==> src/rtl/vifp_pkg.sv <==
// Package: shared types, opcode values and the payload-length rule for unpacks.
// Assumes command words are laid out as {irq, opcode[6:0], count[7:0], imm[15:0]}.
package vifp_pkg;

    localparam int unsigned WORD_W = 32;
    localparam int unsigned REM_W  = 19;   // enough for 65536 quadwords of 4 words
    localparam logic [REM_W-1:0] GFX_MAX_WORDS = REM_W'(19'h40000);

    localparam logic [6:0] OP_NOP     = 7'h00;
    localparam logic [6:0] OP_CYCLE   = 7'h01;
    localparam logic [6:0] OP_CODE    = 7'h4A;
    localparam logic [6:0] OP_GFX_A   = 7'h50;
    localparam logic [6:0] OP_GFX_B   = 7'h51;
    localparam logic [6:0] OP_UNP_MIN = 7'h60;

    typedef enum logic [2:0] {
        K_NOP,
        K_CYCLE,
        K_CODE,
        K_GFX,
        K_UNP,
        K_BAD
    } cmd_kind_e;

    typedef struct packed {
        logic        irq;
        logic [6:0]  op;
        logic [7:0]  cnt;
        logic [15:0] imm;
    } cmd_word_t;

    // Number of 32-bit payload words an unpack command consumes.
    function automatic logic [REM_W-1:0] unpack_words(input logic [6:0] op,
                                                      input logic [7:0] cnt);
        logic [8:0]  n;
        logic [2:0]  comps;
        logic [7:0]  bpv;
        logic [16:0] bits;
        n     = (cnt == 8'd0) ? 9'd256 : {1'b0, cnt};
        comps = {1'b0, op[3:2]} + 3'd1;
        case (op[1:0])
            2'd0:    bpv = {comps, 5'b0};
            2'd1:    bpv = {1'b0, comps, 4'b0};
            2'd2:    bpv = {2'b0, comps, 3'b0};
            default: bpv = 8'd16;
        endcase
        bits = 17'(n) * 17'(bpv);
        return REM_W'((bits + 17'd31) >> 5);
    endfunction

endpackage

==> src/rtl/vifp_tag_strip.sv <==
// Tag stripper: drops the two tag words at the head of a tagged DMA burst.
// Assumes in_sop/in_tagged are meaningful on the first word of a burst only.
module vifp_tag_strip
    import vifp_pkg::*;
(
    input  logic              clk,
    input  logic              rst_n,
    input  logic              in_valid,
    input  logic              in_sop,
    input  logic              in_tagged,
    input  logic [WORD_W-1:0] in_data,
    output logic              in_ready,
    output logic              s_valid,
    output logic [WORD_W-1:0] s_data,
    input  logic              s_ready
);

    logic skip_q;   // second tag word still to be dropped
    logic drop;

    // Decide whether the presented word belongs to a tag.
    always_comb begin
        drop     = skip_q | (in_sop & in_tagged);
        s_valid  = in_valid & ~drop;
        s_data   = in_data;
        in_ready = drop | s_ready;
    end

    // Track the second word of the tag.
    always_ff @(posedge clk) begin
        if (!rst_n) begin
            skip_q <= 1'b0;
        end else if (in_valid && drop) begin
            skip_q <= ~skip_q;
        end
    end

endmodule

==> src/rtl/vifp_cmd_decode.sv <==
// Command decoder: classifies a command word and works out its payload length.
// Pure combinational; the result is only used on the cycle a command is taken.
module vifp_cmd_decode
    import vifp_pkg::*;
(
    input  cmd_word_t        cmd,
    output cmd_kind_e        kind,
    output logic [REM_W-1:0] pay_len
);

    logic [8:0] n9;

    // Map the opcode to a command class.
    always_comb begin
        if (cmd.op == OP_NOP)                              kind = K_NOP;
        else if (cmd.op == OP_CYCLE)                       kind = K_CYCLE;
        else if (cmd.op == OP_CODE)                        kind = K_CODE;
        else if (cmd.op == OP_GFX_A || cmd.op == OP_GFX_B) kind = K_GFX;
        else if (cmd.op >= OP_UNP_MIN)                     kind = K_UNP;
        else                                               kind = K_BAD;
    end

    // Payload length in 32-bit words for each class.
    always_comb begin
        n9 = (cmd.cnt == 8'd0) ? 9'd256 : {1'b0, cmd.cnt};
        case (kind)
            K_CODE:  pay_len = REM_W'({n9, 1'b0});
            K_GFX:   pay_len = (cmd.imm == 16'd0) ? GFX_MAX_WORDS
                                                  : REM_W'({cmd.imm, 2'b00});
            K_UNP:   pay_len = unpack_words(cmd.op, cmd.cnt);
            default: pay_len = '0;
        endcase
    end

endmodule

==> src/rtl/vifp_payload_seq.sv <==
// Payload sequencer: takes command words while idle, then steers payload words
// to one sink until the remaining count reaches zero. The count survives idle
// gaps, so a payload may span several DMA bursts.
module vifp_payload_seq
    import vifp_pkg::*;
#(
    parameter int unsigned CODE_AW = 12
) (
    input  logic               clk,
    input  logic               rst_n,
    input  logic               s_valid,
    input  logic [WORD_W-1:0]  s_data,
    output logic               s_ready,
    input  cmd_kind_e          dec_kind,
    input  logic [REM_W-1:0]   dec_len,
    output logic               code_we,
    output logic [CODE_AW-1:0] code_addr,
    output logic [WORD_W-1:0]  code_data,
    output logic               gfx_valid,
    output logic [WORD_W-1:0]  gfx_data,
    input  logic               gfx_ready,
    output logic               unp_valid,
    output logic [WORD_W-1:0]  unp_data,
    output logic [WORD_W-1:0]  unp_cmd,
    input  logic               unp_ready,
    output logic               data_wait,
    output logic               cyc_we,
    output logic [7:0]         cyc_wl,
    output logic [7:0]         cyc_cl,
    output logic               cmd_err
);

    cmd_word_t          w;
    cmd_kind_e          sink_q;
    logic               wait_q;
    logic [REM_W-1:0]   remain_q;
    logic [CODE_AW-1:0] addr_q;
    logic [WORD_W-1:0]  cmd_q;
    logic               sink_rdy;
    logic               take_cmd;
    logic               take_dat;

    // Sink readiness and handshake qualification.
    always_comb begin
        w = s_data;
        case (sink_q)
            K_GFX:   sink_rdy = gfx_ready;
            K_UNP:   sink_rdy = unp_ready;
            default: sink_rdy = 1'b1;
        endcase
        s_ready  = ~wait_q | sink_rdy;
        take_cmd = s_valid & s_ready & ~wait_q;
        take_dat = s_valid & s_ready &  wait_q;
    end

    // Steer payload words to the active sink.
    always_comb begin
        code_we   = s_valid & wait_q & (sink_q == K_CODE);
        gfx_valid = s_valid & wait_q & (sink_q == K_GFX);
        unp_valid = s_valid & wait_q & (sink_q == K_UNP);
        code_addr = addr_q;
        code_data = s_data;
        gfx_data  = s_data;
        unp_data  = s_data;
        unp_cmd   = cmd_q;
        data_wait = wait_q;
    end

    // Command capture and remaining-count tracking.
    always_ff @(posedge clk) begin
        if (!rst_n) begin
            wait_q   <= 1'b0;
            sink_q   <= K_NOP;
            remain_q <= '0;
            addr_q   <= '0;
            cmd_q    <= '0;
        end else if (take_cmd) begin
            cmd_q <= s_data;
            if (dec_kind == K_CODE || dec_kind == K_GFX || dec_kind == K_UNP) begin
                wait_q   <= 1'b1;
                sink_q   <= dec_kind;
                remain_q <= dec_len;
                addr_q   <= CODE_AW'({w.imm, 1'b0});
            end
        end else if (take_dat) begin
            remain_q <= remain_q - 1'b1;
            addr_q   <= addr_q + 1'b1;
            if (remain_q == REM_W'(1)) begin
                wait_q <= 1'b0;
            end
        end
    end

    // Register-update and error strobes, one cycle after the command.
    always_ff @(posedge clk) begin
        if (!rst_n) begin
            cyc_we  <= 1'b0;
            cyc_wl  <= '0;
            cyc_cl  <= '0;
            cmd_err <= 1'b0;
        end else begin
            cyc_we  <= take_cmd & (dec_kind == K_CYCLE);
            cmd_err <= take_cmd & ((dec_kind == K_BAD) | w.irq);
            if (take_cmd && dec_kind == K_CYCLE) begin
                cyc_wl <= w.imm[15:8];
                cyc_cl <= w.imm[7:0];
            end
        end
    end

endmodule

==> src/rtl/vifp_parser.sv <==
// Top: DMA word stream -> tag stripper -> decoder + payload sequencer.
// Assumes the microcode memory accepts a write on every cycle.
module vifp_parser
    import vifp_pkg::*;
#(
    parameter int unsigned CODE_AW = 12
) (
    input  logic               clk,
    input  logic               rst_n,
    input  logic               in_valid,
    input  logic               in_sop,
    input  logic               in_tagged,
    input  logic [31:0]        in_data,
    output logic               in_ready,
    output logic               cyc_we,
    output logic [7:0]         cyc_wl,
    output logic [7:0]         cyc_cl,
    output logic               code_we,
    output logic [CODE_AW-1:0] code_addr,
    output logic [31:0]        code_data,
    output logic               gfx_valid,
    output logic [31:0]        gfx_data,
    input  logic               gfx_ready,
    output logic               unp_valid,
    output logic [31:0]        unp_data,
    output logic [31:0]        unp_cmd,
    input  logic               unp_ready,
    output logic               data_wait,
    output logic               cmd_err
);

    logic              s_valid;
    logic              s_ready;
    logic [WORD_W-1:0] s_data;
    cmd_kind_e         dec_kind;
    logic [REM_W-1:0]  dec_len;

    vifp_tag_strip u_strip (
        .clk       (clk),
        .rst_n     (rst_n),
        .in_valid  (in_valid),
        .in_sop    (in_sop),
        .in_tagged (in_tagged),
        .in_data   (in_data),
        .in_ready  (in_ready),
        .s_valid   (s_valid),
        .s_data    (s_data),
        .s_ready   (s_ready)
    );

    vifp_cmd_decode u_dec (
        .cmd     (s_data),
        .kind    (dec_kind),
        .pay_len (dec_len)
    );

    vifp_payload_seq #(.CODE_AW(CODE_AW)) u_seq (
        .clk       (clk),
        .rst_n     (rst_n),
        .s_valid   (s_valid),
        .s_data    (s_data),
        .s_ready   (s_ready),
        .dec_kind  (dec_kind),
        .dec_len   (dec_len),
        .code_we   (code_we),
        .code_addr (code_addr),
        .code_data (code_data),
        .gfx_valid (gfx_valid),
        .gfx_data  (gfx_data),
        .gfx_ready (gfx_ready),
        .unp_valid (unp_valid),
        .unp_data  (unp_data),
        .unp_cmd   (unp_cmd),
        .unp_ready (unp_ready),
        .data_wait (data_wait),
        .cyc_we    (cyc_we),
        .cyc_wl    (cyc_wl),
        .cyc_cl    (cyc_cl),
        .cmd_err   (cmd_err)
    );

endmodule

==> config.mk <==
export PLATFORM = sky130hd
export DESIGN_NAME = vifp_parser
export DESIGN_NICKNAME = d
export VERILOG_FILES = /design/src/rtl/vifp_pkg.sv /design/src/rtl/vifp_tag_strip.sv /design/src/rtl/vifp_cmd_decode.sv /design/src/rtl/vifp_payload_seq.sv /design/src/rtl/vifp_parser.sv
export SDC_FILE = /design/constraint.sdc
export NUM_CORES = 1
export LEC_CHECK = 0
export ABC_AREA = 0
export BUFFER_PORTS_ARGS = -buffer_cell sky130_fd_sc_hd__buf_2
export CAP_MARGIN = 20
export CORE_UTILIZATION = 54
export CTS_BUF_LIST = sky130_fd_sc_hd__clkbuf_4
export DETAILED_ROUTE_END_ITERATION = 10
export GPL_TIMING_DRIVEN = 1
export PLACE_DENSITY = 0.86
export SLEW_MARGIN = 20
export SYNTH_ARGS = -nofsm -noshare
export SYNTH_HDL_FRONTEND = slang
export SYNTH_SLANG_ARGS = --single-unit
==> constraint.sdc <==
create_clock -name clk -period 5.1 [get_ports clk]
set_input_delay 0.51 -clock clk [delete_from_list [all_inputs] [get_ports clk]]
set_output_delay 0.51 -clock clk [all_outputs]
set_load 0.005 [all_outputs]
# After elaboration in Yosys (flattened, before gate mapping)
# Index checks and enable logic that the tools add are counted.
# classes
addsub	4
n_mul	1
order_cmp	1
n_eq_ne	16
n_mux	21
bitwise	18
n_reduce_logical	14
# ops
op	count
19-bit 2-to-1 mux	4
19-bit case mux with 3 select lines	1
12-bit 2-to-1 mux	3
8-bit case mux with 3 select lines	1
7-bit equality test (second input constant)	3
19-bit by 1-bit equality test with 1-bit output (second input constant)	1
19-bit by 1-bit subtractor with 19-bit output (second input constant)	1
17-bit by 5-bit adder with 18-bit output (second input constant)	1
9-bit by 8-bit multiplier with 17-bit output	1
16-bit logical NOT	1
12-bit by 1-bit adder with 12-bit output (second input constant)	1
3-bit by 2-bit equality test with 1-bit output (second input constant)	4
3-bit 2-to-1 mux	4
1-bit AND	11
3-bit equality test (second input constant)	3
9-bit 2-to-1 mux	1
8-bit logical NOT	1
8-bit 2-to-1 mux	1
7-bit by 1-bit equality test with 1-bit output (second input constant)	1
7-bit >= comparator (second input constant)	1
7-bit logical NOT	1
1-bit 2-to-1 mux	5
1-bit bitwise OR	4
2-bit AND reduction	2
other kinds (12)	18
# totals
reg_bits	86
out_inout_bits	163
word_cells	85

# Logic depth before layout (Yosys ltp)
# Gate-level depths: netlist (run 1).
# logic_depth
word_depth	13
ltp_mapped	20

# Hierarchy
# From an unflattened synthesis (run 1), not the netlist that was laid out.
# hier_totals
hier_cells	913
area_unflattened_um2	7109.3
# modules_own_cells
module	n_inst	cells_per_inst	area_each_um2	seq_area_each_um2
vifp_payload_seq	1	614	4674.5	1701.6
vifp_cmd_decode	1	260	2134.5	0.0
vifp_tag_strip	1	39	300.3	20.0

# Worst setup path before layout (run 1)
# Ideal clock, no wire load.
# synth_timing
path_kind	in2reg
start	in in_data[24]
end	reg u_seq.remain_q[10]
arrival_ns	4.555
required_time_ns	5.008
path_slack_ns	0.453
cell_stages	14
path_cell_list	clkbuf_1 nor3b_1 and2_1 fa_1 fa_1 fa_1 ha_1 ha_1 a2111oi_0 o21ai_0 a31oi_1 xnor2_1 a21oi_1 o32ai_1
# synth_between
elab_chain_len	11
elab_cells_between_ends	29
# synth_rtl
item	line	source
start: declaration	vifp_parser.sv:13	input logic [31:0] in_data,
branches (longest 11 deep; another with 17-bit by 5-bit adder with 18-bit output)	n/a	
end signal: assignment	vifp_payload_seq.sv:82	remain_q <= dec_len;
end signal: assignment	vifp_payload_seq.sv:86	remain_q <= remain_q - 1'b1;
end: declaration	vifp_payload_seq.sv:36	logic [REM_W-1:0] remain_q;
# Parallel ways; which one is timed is not known. The select of a mux whose other input is x is not followed.
# A chain may end at the register's enable or synchronous reset.

# Final worst setup path (run 1)
# layout_timing
start	in in_data[26]
end	reg u_seq.remain_q[10]
# layout_between
elab_chain_len	11
elab_cells_between_ends	27
# layout_rtl
item
branches (longest 11 deep; another with 17-bit by 5-bit adder with 18-bit output)
# Parallel ways; which one is timed is not known. The select of a mux whose other input is x is not followed.

==> run summary, run 1 <==
At the worst endpoint, the arrival time is approximately 5100 ps. The top fanout value on the critical path came out at 9. TritonCTS built the clock tree. The commonest cells after synthesis are 133 x sky130_fd_sc_hd__nand2_1, 96 x sky130_fd_sc_hd__buf_4, 86 x sky130_fd_sc_hd__dfxtp_1.

The finished layout holds approximately 1,100 standard cells, fillers aside. The routed wire length came out at ~18,000 µm. The worst-case clock skew came out at between 10 and 15 ps. The element type at the critical path end is a register. The worst-case vdd ir drop came out at between 0.1 and 0.15 mV. The final-report setup violation count came out at 0. The largest net degree at the start of global routing is slightly above 60. The area of combinational cells with multiple inputs is between 3000 and 4000 µm². The starting utilization of the core area is between 50% and 60%. The number of library cell types mapped by synthesis came out at 70. The path class of the tightest hold or removal check is primary input to register. The number of diodes added for antenna fixing came out at 0. In the finished design, the share of the clock period the worst path needs comes to 92.7%. The residual antenna-violating net count after detailed routing came out at 0.

The final-layout fill cell count is 1,091. The tree is rooted in a sky130_fd_sc_hd__clkbuf_4. Yosys attributes the largest share of cell area to sky130_fd_sc_hd__dfxtp_1 26%, sky130_fd_sc_hd__buf_4 11%, sky130_fd_sc_hd__ha_1 9.0%. Derived from the worst setup path, the maximum achievable clock frequency is 211 MHz.

The total global-route track usage came out at between 20% and 30%. The total power density per cell area came out at roughly 230 nW/µm². The HPWL reported at the end of detailed placement came out at around 13,000 µm. The run finished, with violations left. The share of synthesized area occupied by flip-flops and latches came out at approximately a quarter. In the routed design, unresolved DRC markers number 4. The floorplan has 39 rows.

The max-slew violation total from the final report was 0. The register bit total from synthesis came out at 86. After detailed routing, the number of vias per cell comes to between 5 and 6. The number of iterations in the first detailed-routing pass came out at 8. The first routing iteration left 607 violations. The hold violation count in the final report came to 0. The total CTS buffers came out at 9. The clock period minus worst slack is approximately 4700 ps. The share of final-layout standard cells stronger than drive strength 1 came out at about a quarter. In this run the count of I/O pins placed on the die edge is 202.

Across the run, the number of max-cap violations was 0. Setup repair after global routing left no endpoint under its margin. The total congestion overflow after global routing came out at 0.

After detailed placement, the total cell area comes to about 7000 µm². The weighted congestion reported at the end of routability-driven placement is ~0.95. The number of placed cells counting well taps is ~1,100.

The deepest level of the CTS H-tree is 3. The routed length per placed instance is 17.1 µm. The number of warnings issued by yosys came out at 0.

The required time reported for the critical path endpoint came out at roughly 5500 ps. The cell area after technology mapping came out at about 6500 µm². The final reports fail on design-rule violations. The design draws 1.60 mW. The async set-or-reset flop fraction in the synthesized netlist came out at 0%. The standard cell core area came out at 11,600 µm². The number of global-route vias before repair came out at between 5,000 and 6,000.

The clock passes through at most 2 buffers. The start-to-end type of the worst setup path is primary input to register. The register area is 1720 µm². The final net count came out at between 1,000 and 1,500. The via count came out at around 6,400. After clock tree synthesis, the clock-pin slew on the worst setup and hold paths is 150 ps. The worst slew margin relative to its limit came out at around a third.

The cell area after layout came out at roughly 7000 µm². The hold buffer count at CTS is 0. The prevailing post-synth register cell is sky130_fd_sc_hd__dfxtp_1. The number of setup buffers added after CTS came out at 0. The floorplan die area is 12,500 µm².

The post-cts repair resize count came out at 0. In the post-synthesis netlist, the cell with the most instances is sky130_fd_sc_hd__nand2_1. The number of synthesized flops with an enable pin came out at 0. Synthesis produced a netlist with a net count of about 940. The count of input and output buffers came out at 201. The die outline height came out at ~110 µm. Clock latency on the worst-skew pair, taken at its later pin, is approximately 450 ps. The fraction of post-synthesis cell area in the top cell type by area came out at about a quarter. The worst setup path is launched from a primary input. For the pin with the worst max-slew slack, the measured transition is just under 1000 ps. The global-route wire length before repair is about 30,000 µm. The clock sink count is 86. Synthesis produced between 800 and 900 cells. Averaged over all synthesized cells, the footprint is between 7 and 8 µm².

The number of antenna violations at the first check in global routing is 0. Summed over all instances, the cell type with the most area after synthesis is sky130_fd_sc_hd__dfxtp_1. The area growth from synthesis to layout is 9.10%. The x dimension of the die came out at between 100 and 150 µm.

The analysis attributes to cell leakage a power of around 3.4 nW.
routing by layer:
metal	vias up	routed length, µm	part of all wire (%)	track usage, %
met5	-	0	0	0
met3	36	1730	9.4	5.50
met1	3030	7800	42	39.8
met4	0	352	1.9	10.0
li1	3020	-	-	-
met2	326	8580	46	48.3
sequential cells by signal, summed over array words and instances, names as in the netlist:
register,cells
u_seq.cyc_we,1
u_seq.cmd_err,1
u_seq.cyc_wl,8
u_seq.code_addr,12
u_strip.skip_q,1
u_seq.remain_q,19
u_seq.sink_q,3
u_seq.cyc_cl,8
u_seq.unp_cmd,32
u_seq.data_wait,1
final timing paths:
kind,depth (start not counted),slack [ps],to,startpoint
setup reg to reg,8,2660,u_seq.remain_q[14],u_seq.remain_q[0]
hold / removal,3,340,u_seq.unp_cmd[31],in_data[31]
hold reg to reg,2,460,u_seq.unp_cmd[1],u_seq.unp_cmd[1]
setup / recovery,19,370,u_seq.remain_q[10],in_data[26]
placed cells by master (no fill, tap or decap), types with 3 or more instances in the layout:
master / synthesis / final
sky130_fd_sc_hd__nand3_1: 28 / 28
sky130_fd_sc_hd__inv_6: 0 / 3
sky130_fd_sc_hd__xnor2_1: 5 / 5
sky130_fd_sc_hd__ha_1: 47 / 47
sky130_fd_sc_hd__nor4_1: 9 / 9
sky130_fd_sc_hd__fa_1: 23 / 23
sky130_fd_sc_hd__a221oi_1: 3 / 3
sky130_fd_sc_hd__nand3b_1: 4 / 4
sky130_fd_sc_hd__a22oi_1: 8 / 8
sky130_fd_sc_hd__and3_1: 13 / 13
sky130_fd_sc_hd__buf_4: 96 / 18
sky130_fd_sc_hd__o31ai_1: 6 / 6
sky130_fd_sc_hd__buf_2: 3 / 201
sky130_fd_sc_hd__a31oi_1: 7 / 7
sky130_fd_sc_hd__inv_1: 24 / 24
sky130_fd_sc_hd__o22ai_1: 7 / 6
sky130_fd_sc_hd__a21o_1: 4 / 4
sky130_fd_sc_hd__nor2b_1: 3 / 3
sky130_fd_sc_hd__nand2b_1: 6 / 6
sky130_fd_sc_hd__a21oi_1: 81 / 81
sky130_fd_sc_hd__nor2_1: 40 / 40
sky130_fd_sc_hd__nor3_1: 19 / 19
sky130_fd_sc_hd__and2_1: 36 / 36
sky130_fd_sc_hd__clkbuf_4: 0 / 10
sky130_fd_sc_hd__nand4_1: 6 / 6
sky130_fd_sc_hd__a211oi_1: 4 / 4
sky130_fd_sc_hd__a2bb2oi_1: 3 / 3
sky130_fd_sc_hd__dfxtp_1: 86 / 86
sky130_fd_sc_hd__o21a_1: 3 / 3
sky130_fd_sc_hd__o21ai_0: 41 / 40
sky130_fd_sc_hd__a222oi_1: 3 / 3
sky130_fd_sc_hd__nand2_1: 133 / 133
area by class of cell:
| cell class | instances | share of cell area (%) |
|---|---|---|
| flip-flops and latches | 86 | 24.2 |
| clock inverters | 6 | 0.597 |
| multi-input cells | 590 | 54.3 |
| clock buffers | 10 | 1.05 |
| repair buffers | 219 | 16.0 |
| inverters | 25 | 1.32 |
| well taps | 143 | 2.51 |
worst max-delay path: stages:
cell and delay, ps:
sky130_fd_sc_hd__buf_2 170, sky130_fd_sc_hd__inv_1 80, sky130_fd_sc_hd__ha_1 320, sky130_fd_sc_hd__mux2i_1 90, sky130_fd_sc_hd__nor2_1 210, sky130_fd_sc_hd__buf_4 180
sky130_fd_sc_hd__nand2_1 70, sky130_fd_sc_hd__fa_1 510, sky130_fd_sc_hd__fa_1 550, sky130_fd_sc_hd__inv_1 60, sky130_fd_sc_hd__fa_1 480, sky130_fd_sc_hd__ha_1 320
sky130_fd_sc_hd__ha_1 310, sky130_fd_sc_hd__a211oi_1 310, sky130_fd_sc_hd__o21ai_1 180, sky130_fd_sc_hd__a31oi_1 250, sky130_fd_sc_hd__xnor2_1 150, sky130_fd_sc_hd__a21oi_1 60
sky130_fd_sc_hd__o32ai_1 280
through the flow:
stage / setup WS, ps / utilization, % / TNS (ps) / hold slack [ps]
detailed placement: -116 / 60.3 / -310 / 443
finish: 370 / 61.3 / 0 / 339
global placement: -68.0 / 60.3 / -99.8 / 439
floorplan: 453 / - / 0 / 435
global route: 6.92 / 61.3 / 0 / 329
CTS: 306 / 61.3 / 0 / 319
power by group:
group | leakage, nW | total, mW | internal [mW] | switching [mW]
Clock | 0.0652 | 0.361 | 0.109 | 0.252
Combinational | 2.64 | 0.520 | 0.212 | 0.308
Sequential | 0.699 | 0.723 | 0.701 | 0.0219
Total | 3.40 | 1.60 | 1.02 | 0.582
cells by family after synthesis:
group | count (synthesis) | share of synthesized area, %
xor+xnor | 7 | 0.939
simple gates | 311 | 22.9
mux | 3 | 0.479
fa+ha+maj | 70 | 16.1
buf+inv | 156 | 14.5
compound gates | 199 | 18.7
flops | 86 | 26.4
(Power assumes the default switching activity.)
==> run 2: changes to the inputs <==
--- a/config.mk
+++ b/config.mk
@@ -8,11 +8,13 @@
 export ABC_AREA = 0
 export BUFFER_PORTS_ARGS = -buffer_cell sky130_fd_sc_hd__buf_2
 export CAP_MARGIN = 20
-export CORE_UTILIZATION = 54
+export CELL_PAD_IN_SITES_DETAIL_PLACEMENT = 0
+export CELL_PAD_IN_SITES_GLOBAL_PLACEMENT = 1
+export CORE_UTILIZATION = 38
 export CTS_BUF_LIST = sky130_fd_sc_hd__clkbuf_4
 export DETAILED_ROUTE_END_ITERATION = 10
 export GPL_TIMING_DRIVEN = 1
-export PLACE_DENSITY = 0.86
+export PLACE_DENSITY = 0.84
 export SLEW_MARGIN = 20
 export SYNTH_ARGS = -nofsm -noshare
 export SYNTH_HDL_FRONTEND = slang
==> run summary, run 2 (synthesis gave the netlist of run 1 again) <==
The sum of negative setup slack came out at 0 ps (unchanged). The number of placement rows came out at 47 (+21%). The element type at the critical path end is a register. The clock latency reported for the late side of the worst-skew pair is 480 ps (+30 ps). The total power density per cell area is 241 nW/µm² (+7.1%). The number of antenna violations at the first check in global routing came to 0 (unchanged). The die outline height came out at 133 µm (+19%). The area of combinational cells with multiple inputs is 3860 µm² (-0.13%).

The start-to-end type of the worst setup path is primary input to register. The count of input and output buffers came out at 201 (unchanged). The clock sink count is 86 (unchanged). The worst register-to-register path begins at u_strip.skip_q. The total global-route track usage is 22.2% (-7.6 points). The maximum root-to-sink buffer count came out at 2 (unchanged).

The sequential share of power is 41.0% (-4.1 points). The weighted congestion reported at the end of routability-driven placement is 0.881 (-6.8%). The worst setup path is launched from a primary input. The share of final-layout standard cells stronger than drive strength 1 came out at 26.3% (+0.21 points). The top fanout value on the critical path came to 7 (-2). The max-slew violation total from the final report was 0 (unchanged). The flow ran to the end, and the final reports show no timing, DRC or antenna violations. The relative area change from synthesis to final layout is 12.1%. The clock period minus worst slack came out at 4670 ps (-64.1 ps). The number of setup buffers added after CTS is 0 (unchanged).

The number of flip-flops in the largest register is 32 (unchanged). The max capacitance violation total came to 0 (unchanged). The signal on the critical path passes through buf_2 -> inv_1 -> ha_1 -> mux2i_1 -> nor2_1 -> buf_4 -> and2_1 -> fa_1 -> fa_1 -> fa_1 -> ha_1 -> ha_1 -> a2111oi_0 -> o21ai_0 -> a31oi_1 -> xnor2_1 -> a21oi_1 -> o32ai_1. The logic depth of the worst setup path including buffers is 18 (-1). The required time reported for the critical path endpoint came out at 5500 ps (+50 ps). The CTS root buffer is sky130_fd_sc_hd__clkbuf_4. The residual antenna-violating net count after detailed routing is 0 (unchanged). The final net count came out at 1,044 (+0.38%). The number of diodes added for antenna fixing is 0 (unchanged). The highest achievable clock rate came to 214 MHz (+1.4%). The via count came out at 6,235 (-2.8%). The routed length per placed instance came out at 16.9 µm (-1.1%). The register area was 1720 µm² (unchanged).

The worst register-to-register path ends at u_seq.code_addr[4]. TritonCTS built the clock tree. The kind of cell with the highest combined delay along the critical path is adder cells. The placement-stage cell area came out at 7130 µm² (+1.9%). Leaving out fill and tap cells, the most frequent cell in the layout is sky130_fd_sc_hd__buf_2. In the layout the commonest cells are 201 x sky130_fd_sc_hd__buf_2, 133 x sky130_fd_sc_hd__nand2_1, 86 x sky130_fd_sc_hd__dfxtp_1, 81 x sky130_fd_sc_hd__a21oi_1, 47 x sky130_fd_sc_hd__ha_1.

The final-report setup violation count is 0 (unchanged). The worst-case vdd ir drop is 0.166 mV (+13%). The worst slew margin relative to its limit is 25.6% (-7.9 points). The largest net degree at the start of global routing came out at 47 (-24%). The boundary pin count is 202 (unchanged). The leakage power figure was 3.45 nW (+1.5%). The data arrival time at the worst-slack endpoint was 5060 ps (-20 ps). The hold violation count in the final report came to 0 (unchanged).

The standard cell core area came to 16,700 µm² (+44%). The worst-case clock skew is 19.6 ps (+6.89 ps). The final-layout fill cell count came to 1,723 (+58%). The clock-pin slew on the worst setup and hold paths is 160 ps (about the same).

The overall power of the completed layout is 1.76 mW (+10%). The total congestion overflow after global routing was 0 (unchanged). The share of the clock period used by the worst path was 91.5% (-1.3 points). The hold buffer count at CTS is 0 (unchanged). The HPWL reported at the end of detailed placement was 14,400 µm (+8.6%).

The combinational fraction of design power was 29.8% (-2.6 points). Tracing the worst setup path back leads to its startpoint at in_data[27]. The slowest stage of the critical path belongs to the cell sky130_fd_sc_hd__fa_1.

The combined buffer and inverter count along the critical path is 3 (-1). The floorplan die area is 17,700 µm² (+41%). The global-route wire length before repair is 30,400 µm (+2.0%). The class of the worst hold path is primary input to register.

The routed via count divided by cell count came out at 5.38 (-9.6%). The slew of the pin with the lowest slew margin is 1120 ps (+126 ps). The starting utilization of the core area came out at 39.1% (-17 points). The total net switching power is 0.598 mW (+2.9%). The proportion of power drawn by the clock network came out at 29.2% (+6.7 points). The total internal power came to 1.17 mW (+14%). The post-cts repair resize count is 0 (unchanged). The switching power as a share of total power came out at 33.9% (-2.3 points). The detailed router's first-iteration violation count is 444 (-27%). The total CTS buffers came to 9 (unchanged). The number of design rule violations left after detail routing came out at 0 (-4). Setup repair after global routing left no endpoint under its margin. The number of global-route vias before repair came out at 5,556 (-4.4%). The delay of the slowest cell on the worst path was 520 ps (-30 ps). The cell area after layout is 7320 µm² (+2.7%). The reg2reg setup slack is 2420 ps (-240 ps). Following the worst setup path forward leads to its endpoint at u_seq.remain_q[10]. The deepest level of the CTS H-tree came to 3 (unchanged). The x dimension of the die is 133 µm (+19%). The routed wire length came out at 19,600 µm (+6.3%). The path depth of the worst reg2reg path is 7 (-1). The smallest hold slack came out at 307 ps (-31.1 ps).

The number of iterations in the first detailed-routing pass came out at 5 (-3).
==> run 2: how the worst min path moves through the flow <==
| stage | start | endpoint | slack [ps] | depth (start not counted) |
|---|---|---|---|---|
| after detailed placement | u_seq.cyc_wl[6] | u_seq.cyc_wl[6] | 440 | 2 |
| final | in_data[31] | u_seq.unp_cmd[31] | 310 | 3 |
| after global routing | in_data[31] | u_seq.unp_cmd[31] | 280 | 3 |
| after global placement | u_seq.unp_cmd[25] | u_seq.unp_cmd[25] | 440 | 2 |
| after floorplan | u_seq.remain_q[18] | u_seq.remain_q[18] | 440 | 2 |
| after CTS | in_data[31] | u_seq.unp_cmd[31] | 280 | 3 |
==> run 2: worst min-delay path, stage by stage <==
cell,delay (ps)
sky130_fd_sc_hd__buf_2,130
sky130_fd_sc_hd__nand2_1,60
sky130_fd_sc_hd__a21oi_1,50
==> run 2: metrics by stage <==
stage / setup slack, ps / utilization, % / std cells
after floorplan: 453 / - / 832
final: 434 / 43.8 / 1160
after global placement: 56.2 / 42.6 / 1143
after detailed placement: -34.9 / 42.7 / 1144
after global routing: 144 / 43.8 / 1160
after CTS: 462 / 43.8 / 1160
==> run 2: cell type report <==
| cell class | instances | share of cell area (%) |
|---|---|---|
| flip-flops and latches | 86 | 23.5 |
| multi-input cells | 590 | 52.8 |
| repair buffers | 223 | 16.1 |
| clock buffers | 9 | 0.923 |
| inverters | 25 | 1.28 |
| well taps | 220 | 3.76 |
| clock inverters | 7 | 1.64 |
==> run 2: power groups by stage <==
stage               combinational, mW  clock (mW)  sequential [mW]
global route                    0.583       0.555            0.727
floorplan                       0.368           0            0.735
global placement                0.517           0            0.736
finish                          0.526       0.515            0.723
CTS                             0.525       0.531            0.723
detailed placement              0.521           0            0.737
==> run 2: per-layer routing <==
layer	track usage (%)	vias to the layer above	wire length [µm]
met5	0	-	0
met4	7.92	0	510
met3	4.71	37	1310
met2	38.9	263	9650
met1	26.6	2905	8160
li1	-	3030	-
